--- src/rtl/mcs_pkg.sv ---
package mcs_pkg;

    typedef enum logic [1:0] {
        ST_WAIT  = 2'd0,
        ST_DELAY = 2'd1,
        ST_RUN   = 2'd2
    } mcs_state_e;

endpackage

--- src/rtl/mcs_sync_edge.sv ---
module mcs_sync_edge (
    input  logic clk,
    input  logic rst_n,
    input  logic sync_in,
    output logic sync_rise
);

    logic sync_q;

    always_ff @(posedge clk or negedge rst_n) begin
        if (!rst_n) sync_q <= 1'b0;
        else        sync_q <= sync_in;
    end

    assign sync_rise = sync_in & ~sync_q;

endmodule

--- src/rtl/mcs_delay_calc.sv ---
module mcs_delay_calc #(
    parameter int MDIV_W = 8,
    parameter int ORD_W  = 3,
    parameter int DEC_W  = 9,
    localparam int OD_W  = ORD_W + DEC_W,
    localparam int CNT_W = MDIV_W + OD_W
) (
    input  logic [MDIV_W-1:0] mdiv_eff,
    input  logic [ORD_W-1:0]  filt_order,
    input  logic [DEC_W-1:0]  dec_rate,
    output logic [CNT_W-1:0]  delay_val
);

    logic [OD_W-1:0]  od;
    logic [OD_W-1:0]  span;
    logic [CNT_W-1:0] prod;

    always_comb begin
        od        = OD_W'(filt_order) * OD_W'(dec_rate);
        span      = (od < OD_W'(2)) ? '0 : od - OD_W'(2);
        prod      = CNT_W'(mdiv_eff) * CNT_W'(span);
        delay_val = prod >> 1;
    end

endmodule

--- src/rtl/mcs_fsm.sv ---
module mcs_fsm
    import mcs_pkg::*;
#(
    parameter int CNT_W = 20
) (
    input  logic             clk,
    input  logic             rst_n,
    input  logic             arm,
    input  logic             sync_rise,
    input  logic [CNT_W-1:0] delay_val,
    output logic             running,
    output logic             run_start,
    output logic             run_next
);

    mcs_state_e       state, state_n;
    logic [CNT_W-1:0] cnt, cnt_n;

    always_ff @(posedge clk or negedge rst_n) begin
        if (!rst_n) begin
            state <= ST_WAIT;
            cnt   <= '0;
        end else begin
            state <= state_n;
            cnt   <= cnt_n;
        end
    end

    always_comb begin
        state_n = state;
        cnt_n   = cnt;
        unique case (state)
            ST_WAIT: begin
                if (!arm && sync_rise) begin
                    if (delay_val == '0) begin
                        state_n = ST_RUN;
                    end else begin
                        state_n = ST_DELAY;
                        cnt_n   = delay_val;
                    end
                end
            end
            ST_DELAY: begin
                if (arm)                         state_n = ST_WAIT;
                else if (cnt <= CNT_W'(1))       state_n = ST_RUN;
                else                             cnt_n   = cnt - CNT_W'(1);
            end
            ST_RUN: begin
                if (arm) state_n = ST_WAIT;
            end
            default: state_n = ST_WAIT;
        endcase
    end

    always_comb begin
        running   = (state == ST_RUN);
        run_next  = (state_n == ST_RUN);
        run_start = (state != ST_RUN) && (state_n == ST_RUN);
    end

    assert_delay_step_R3: assert property (@(posedge clk) disable iff (!rst_n)
        (state == ST_DELAY && !arm && cnt > CNT_W'(1)) |=> (state == ST_DELAY && cnt == $past(cnt) - CNT_W'(1)));

    assert_run_holds_R6: assert property (@(posedge clk) disable iff (!rst_n)
        (state == ST_RUN && !arm) |=> (state == ST_RUN));

    assert_arm_stops_R7: assert property (@(posedge clk) disable iff (!rst_n)
        arm |=> (state == ST_WAIT));

    assert_arm_wins_R8: assert property (@(posedge clk) disable iff (!rst_n)
        (state == ST_WAIT && arm && sync_rise) |=> (state == ST_WAIT));

endmodule

--- src/rtl/mcs_clk_div.sv ---
module mcs_clk_div #(
    parameter int MDIV_W = 8
) (
    input  logic              clk,
    input  logic              rst_n,
    input  logic              run_start,
    input  logic              run_next,
    input  logic [MDIV_W-1:0] mdiv_eff,
    output logic              mclk,
    output logic              mclk_en
);

    logic [MDIV_W-1:0] ph, ph_n, m_q;

    always_comb begin
        ph_n = (ph >= m_q - MDIV_W'(1)) ? '0 : ph + MDIV_W'(1);
    end

    always_ff @(posedge clk or negedge rst_n) begin
        if (!rst_n) begin
            ph      <= '0;
            m_q     <= MDIV_W'(2);
            mclk    <= 1'b0;
            mclk_en <= 1'b0;
        end else if (!run_next) begin
            ph      <= '0;
            mclk    <= 1'b0;
            mclk_en <= 1'b0;
        end else if (run_start) begin
            ph      <= '0;
            m_q     <= mdiv_eff;
            mclk    <= 1'b1;
            mclk_en <= 1'b1;
        end else begin
            ph      <= ph_n;
            mclk    <= (ph_n < (m_q >> 1));
            mclk_en <= (ph_n == '0);
        end
    end

    assert_en_on_rise_R4: assert property (@(posedge clk) disable iff (!rst_n)
        mclk_en |-> (mclk && !$past(mclk)));

    assert_phase_bound_R5: assert property (@(posedge clk) disable iff (!rst_n)
        ph < m_q);

    assert_period_hold_R10: assert property (@(posedge clk) disable iff (!rst_n)
        (run_next && !run_start) |=> $stable(m_q));

endmodule

--- src/rtl/mod_clk_starter.sv ---
module mod_clk_starter #(
    parameter int MDIV_W = 8,
    parameter int ORD_W  = 3,
    parameter int DEC_W  = 9
) (
    input  logic              clk,
    input  logic              rst_n,
    input  logic              arm,
    input  logic              pwm_sync,
    input  logic [MDIV_W-1:0] mdiv,
    input  logic [ORD_W-1:0]  filt_order,
    input  logic [DEC_W-1:0]  dec_rate,
    output logic              mclk_out,
    output logic              mclk_en,
    output logic              running
);

    localparam int CNT_W = MDIV_W + ORD_W + DEC_W;

    logic              sync_rise;
    logic              run_start;
    logic              run_next;
    logic [MDIV_W-1:0] mdiv_eff;
    logic [CNT_W-1:0]  delay_val;

    assign mdiv_eff = (mdiv < MDIV_W'(2)) ? MDIV_W'(2) : mdiv;

    mcs_sync_edge i_edge (
        .clk       (clk),
        .rst_n     (rst_n),
        .sync_in   (pwm_sync),
        .sync_rise (sync_rise)
    );

    mcs_delay_calc #(
        .MDIV_W (MDIV_W),
        .ORD_W  (ORD_W),
        .DEC_W  (DEC_W)
    ) i_calc (
        .mdiv_eff   (mdiv_eff),
        .filt_order (filt_order),
        .dec_rate   (dec_rate),
        .delay_val  (delay_val)
    );

    mcs_fsm #(
        .CNT_W (CNT_W)
    ) i_fsm (
        .clk       (clk),
        .rst_n     (rst_n),
        .arm       (arm),
        .sync_rise (sync_rise),
        .delay_val (delay_val),
        .running   (running),
        .run_start (run_start),
        .run_next  (run_next)
    );

    mcs_clk_div #(
        .MDIV_W (MDIV_W)
    ) i_div (
        .clk       (clk),
        .rst_n     (rst_n),
        .run_start (run_start),
        .run_next  (run_next),
        .mdiv_eff  (mdiv_eff),
        .mclk      (mclk_out),
        .mclk_en   (mclk_en)
    );

    assert_quiet_stopped_R2: assert property (@(posedge clk) disable iff (!rst_n)
        !running |-> (!mclk_out && !mclk_en));

endmodule

--- config.mk ---
export PLATFORM = sky130hd
export DESIGN_NAME = mod_clk_starter
export DESIGN_NICKNAME = d
export VERILOG_FILES = /design/src/rtl/mcs_pkg.sv /design/src/rtl/mcs_sync_edge.sv /design/src/rtl/mcs_delay_calc.sv /design/src/rtl/mcs_fsm.sv /design/src/rtl/mcs_clk_div.sv /design/src/rtl/mod_clk_starter.sv
export SDC_FILE = /design/constraint.sdc
export NUM_CORES = 1
export LEC_CHECK = 0
export ABC_CLOCK_PERIOD_IN_PS = 6300
export BUFFER_PORTS_ARGS = -buffer_cell sky130_fd_sc_hd__buf_2
export CAP_MARGIN = 20
export CORE_MARGIN = 2
export CORE_UTILIZATION = 50
export DETAILED_ROUTE_END_ITERATION = 10
export PLACE_DENSITY = 0.69
export SYNTH_ARGS = -nofsm -noshare
export SYNTH_HDL_FRONTEND = slang
export SYNTH_HIERARCHICAL = 1
export SYNTH_SLANG_ARGS = --single-unit
--- constraint.sdc ---
create_clock -name clk -period 6.3 [get_ports clk]
set_input_delay 0.63 -clock clk [delete_from_list [all_inputs] [get_ports clk]]
set_output_delay 0.63 -clock clk [all_outputs]
set_load 0.02 [all_outputs]
==> impl_metrics.py <==
metrics = {
    "synth": {
        "synth.area.mux_share_pct": 3.386,
        "ys.flop_type": "dfrtp_1",
        "synthesis.area_um2": 7391,
        "synth_nets": 1041,
        "synth_edf_count": 0,
        "synthCells": 879,
        "synth_top_family_by_area": "adder cells",
        "yosysWarnings": 6,
        "synth.yosys.seq_area_share_pct": 13.90,
        "synth_compound_area_share_pct": 18.00,
        "async_flop_share_pct": 100.0,
        "synthXorXnorAreaFrac_pct": 4.842,
        "ys_seq_elements": 41,
        "synthSimpleGateAreaFrac_pct": 21.69,
        "synthDistinctLibCells": 90,
        "avgSynthCellArea_um2": 8.408,
        "synthAdderAreaFrac_pct": 30.27,
    },
    "critical_path": {
        "worst-path-buf-inv": 12,
        "cp-end-kind": "register",
        "worst_ep_required_time_ps": 6460,
        "path_class": "input pin to register",
        "crit_slowest_cell": "fa_1",
        "cpPeakStageDelay_ps": 560,
        "crit_family": "adder cells",
        "critPathLaunchType": "input pin",
        "cp_common_cell": "buf_4",
        "cp.arrival_ps": 8620,
        "critPathMaxFanout": 8,
    },
    "timing": {
        "finalSetupViolCount": 40,
        "fmax_ghz": 0.1183,
        "fin_crit_sh_pct": 134.2,
        "slew_violations": 0,
        "grt_setup_unrepaired": "yes",
        "tightest_slew_ps": 931.5,
        "final.min_clock_period_ps": 8455,
        "relSlewSlack_pct": 37.90,
        "skew_ps": 6.679,
        "timing.final.hold_violations": 0,
        "setup_ws_ps": -2155,
    },
    "cts": {
        "cts_max_level": 2,
        "cts_tree": "built",
        "clk_latency_ps": 290,
        "ctsHoldBuffers": 0,
        "ctsLongestPathBuffers": 2,
        "cts_sinks": 41,
        "clkTransAtPathRegs_ps": 60,
        "cts-root-buf": "clkbuf_16",
        "cts_made_buffers": 5,
    },
    "die": {
        "rows": 44,
        "die_y_um": 125.6,
        "core_um2": 14480,
        "initial_core_util_pct": 51.05,
        "io_pins": 27,
        "die_w_um": 125.6,
        "die_area_um2": 15770,
    },
    "routing": {
        "vias": 7565,
        "antenna_left": 0,
        "dr.pass1.iters": 5,
        "wl_met3_um": 1284,
        "via_per_inst": 5.819,
        "wl_um": 22600,
        "wl_per_cell_um": 17.38,
        "wl_met1_um": 9649,
        "route.top_layer_used": "met4",
        "met2WireLength_um": 11100,
        "drc": 0,
        "drt-initial-drc-count": 740,
    },
    "cells_and_area": {
        "drive_above_1_share_pct": 36.38,
        "antenna_cells": 0,
        "nNetsFinal": 1277,
        "layout_commonest_cell": "buf_4",
        "area_growth_pct": 39.21,
        "utilization_pct": 71.06,
        "mostFrequentLayoutCells": "buf_4, inv_1, nor2_1",
        "n_fill_cell": 1065,
        "instances_no_fill": 1300,
    },
    "placement": {
        "dp_cells": 1250,
        "portBuffers": 26,
        "hpwl_um": 16110,
        "routabilityCongestion": 0.9237,
    },
    "run_status": {
        "violations": "setup timing",
        "outcome": "finished, violations left",
    },
    "global_route": {
        "grt_max_degree": 42,
        "grt_pass1_vias": 7655,
        "grt_pass1_wl_um": 36850,
        "track_usage_pct": 27.90,
        "grt_antenna_before_repair": 0,
        "grt_overflow": 0,
    },
    "flow_run": {
        "maxCapViolCount": 0,
    },
    "min_path": {
        "min_path_type": "input pin to register",
    },
}
-- what timing repair did --
item / CTS / global route
buffers inserted: 28 / 15
cloned: 2 / 0
pin swaps: 65 / 27
endpoints found under the setup margin: 40 / 40
resized for setup: 83 / 40
-- flip-flops by register name, indices dropped and copies added (netlist names) --
| register | flops |
|---|---|
| i_fsm/cnt | 20 |
| i_div/mclk_en | 1 |
| i_fsm/state | 2 |
| i_edge/sync_q | 1 |
| i_div/ph | 8 |
| i_div/m_q | 8 |
| i_div/mclk | 1 |
-- layer usage --
layer / global-route usage [%] / up-vias
met3: 3.166 / 68
li1: - / 3511
met2: 47.66 / 292
met4: 6.209 / 0
met5: 0 / -
met1: 38.24 / 3694
-- path summary, 6_finish.rpt --
path	from	end	slack, ps	cells past startpoint
max in group asynchronous	rst_n	i_fsm/cnt[5]$_DFFE_PN0P_	5230	1
setup reg to reg	i_div/m_q[2]$_DFFE_PN0P_	i_div/mclk$_DFF_PN0_	2820	15
setup / recovery	dec_rate[1]	i_div/m_q[7]$_DFFE_PN0P_	-2150	38
hold / removal	pwm_sync	i_edge/sync_q$_DFF_PN0_	460	1
min in group asynchronous	rst_n	i_div/m_q[2]$_DFFE_PN0P_	470	1
hold reg to reg	i_div/m_q[0]$_DFFE_PN0P_	i_div/m_q[0]$_DFFE_PN0P_	550	1
-- kinds of logic (layout without fill, tap and decap cells) --
kind of cell	after synthesis	after routing
AOI/OAI and AO/OA	176	176
DFF	41	41
and+or+nand+nor	318	318
xor gates and xnor gates	40	40
adders and majority gates	138	138
buffers and inverters	143	380
muxes	22	22
other	1	1
-- area by class of cell --
class	count	area, um2	share of cell area, %
well taps	184	230.2	2.238
multi-input cells	695	6362	61.84
clock inverters	2	13.76	0.1338
clock buffers	6	138.9	1.350
repair buffers	261	2095	20.36
inverters	111	421.7	4.098
flip-flops and latches	41	1027	9.984
-- cells in the mapped netlist (3+ instances only) --
library cell / count / area share, %
mux2i_1: 10 / 1.4
nor2b_1: 11 / 0.93
ha_1: 70 / 12
fa_1: 68 / 18
nor2_1: 109 / 5.5
o22ai_1: 5 / 0.42
o211a_1: 5 / 0.68
o22a_1: 6 / 0.71
o21ai_0: 14 / 0.95
a2bb2oi_1: 8 / 0.95
and2_1: 10 / 0.85
buf_6: 4 / 0.61
a21oi_1: 30 / 2.0
nor3b_1: 3 / 0.30
o211ai_1: 7 / 0.71
o21ai_1: 11 / 0.74
mux2_2: 8 / 1.2
a31oi_1: 14 / 1.2
a21o_1: 15 / 1.5
inv_1: 108 / 5.5
mux2_4: 4 / 0.81
and3_1: 3 / 0.25
nand2b_1: 10 / 0.85
dfrtp_1: 40 / 14
o21ai_2: 7 / 0.83
a22oi_1: 5 / 0.51
nand2_1: 61 / 3.1
a211oi_1: 6 / 0.61
o21a_1: 7 / 0.71
buf_2: 6 / 0.41
xnor2_1: 26 / 3.1
nor3_1: 30 / 2.0
nand4_1: 17 / 1.4
inv_2: 3 / 0.15
nand3_1: 13 / 0.88
nor4_1: 19 / 1.6
xor2_1: 13 / 1.5
clkbuf_1: 18 / 0.91
or2_1: 10 / 0.85
-- through the flow --
step                setup WS, ps  setup TNS (ps)  hold slack [ps]  instance area (um2)
finish                     -2155          -78670            464.2                10290
global route               -2473          -90950            472.9                10290
CTS                        -1877          -70830            466.0                10000
detailed placement         -2656          -97480            507.2                 9240
global placement           -2538          -93040            504.5                 9240
floorplan                  -2239          -76980            334.4                 7596
Power is not shown: default switching activity piles up to over one toggle a cycle in this logic, so the estimate is an artifact.
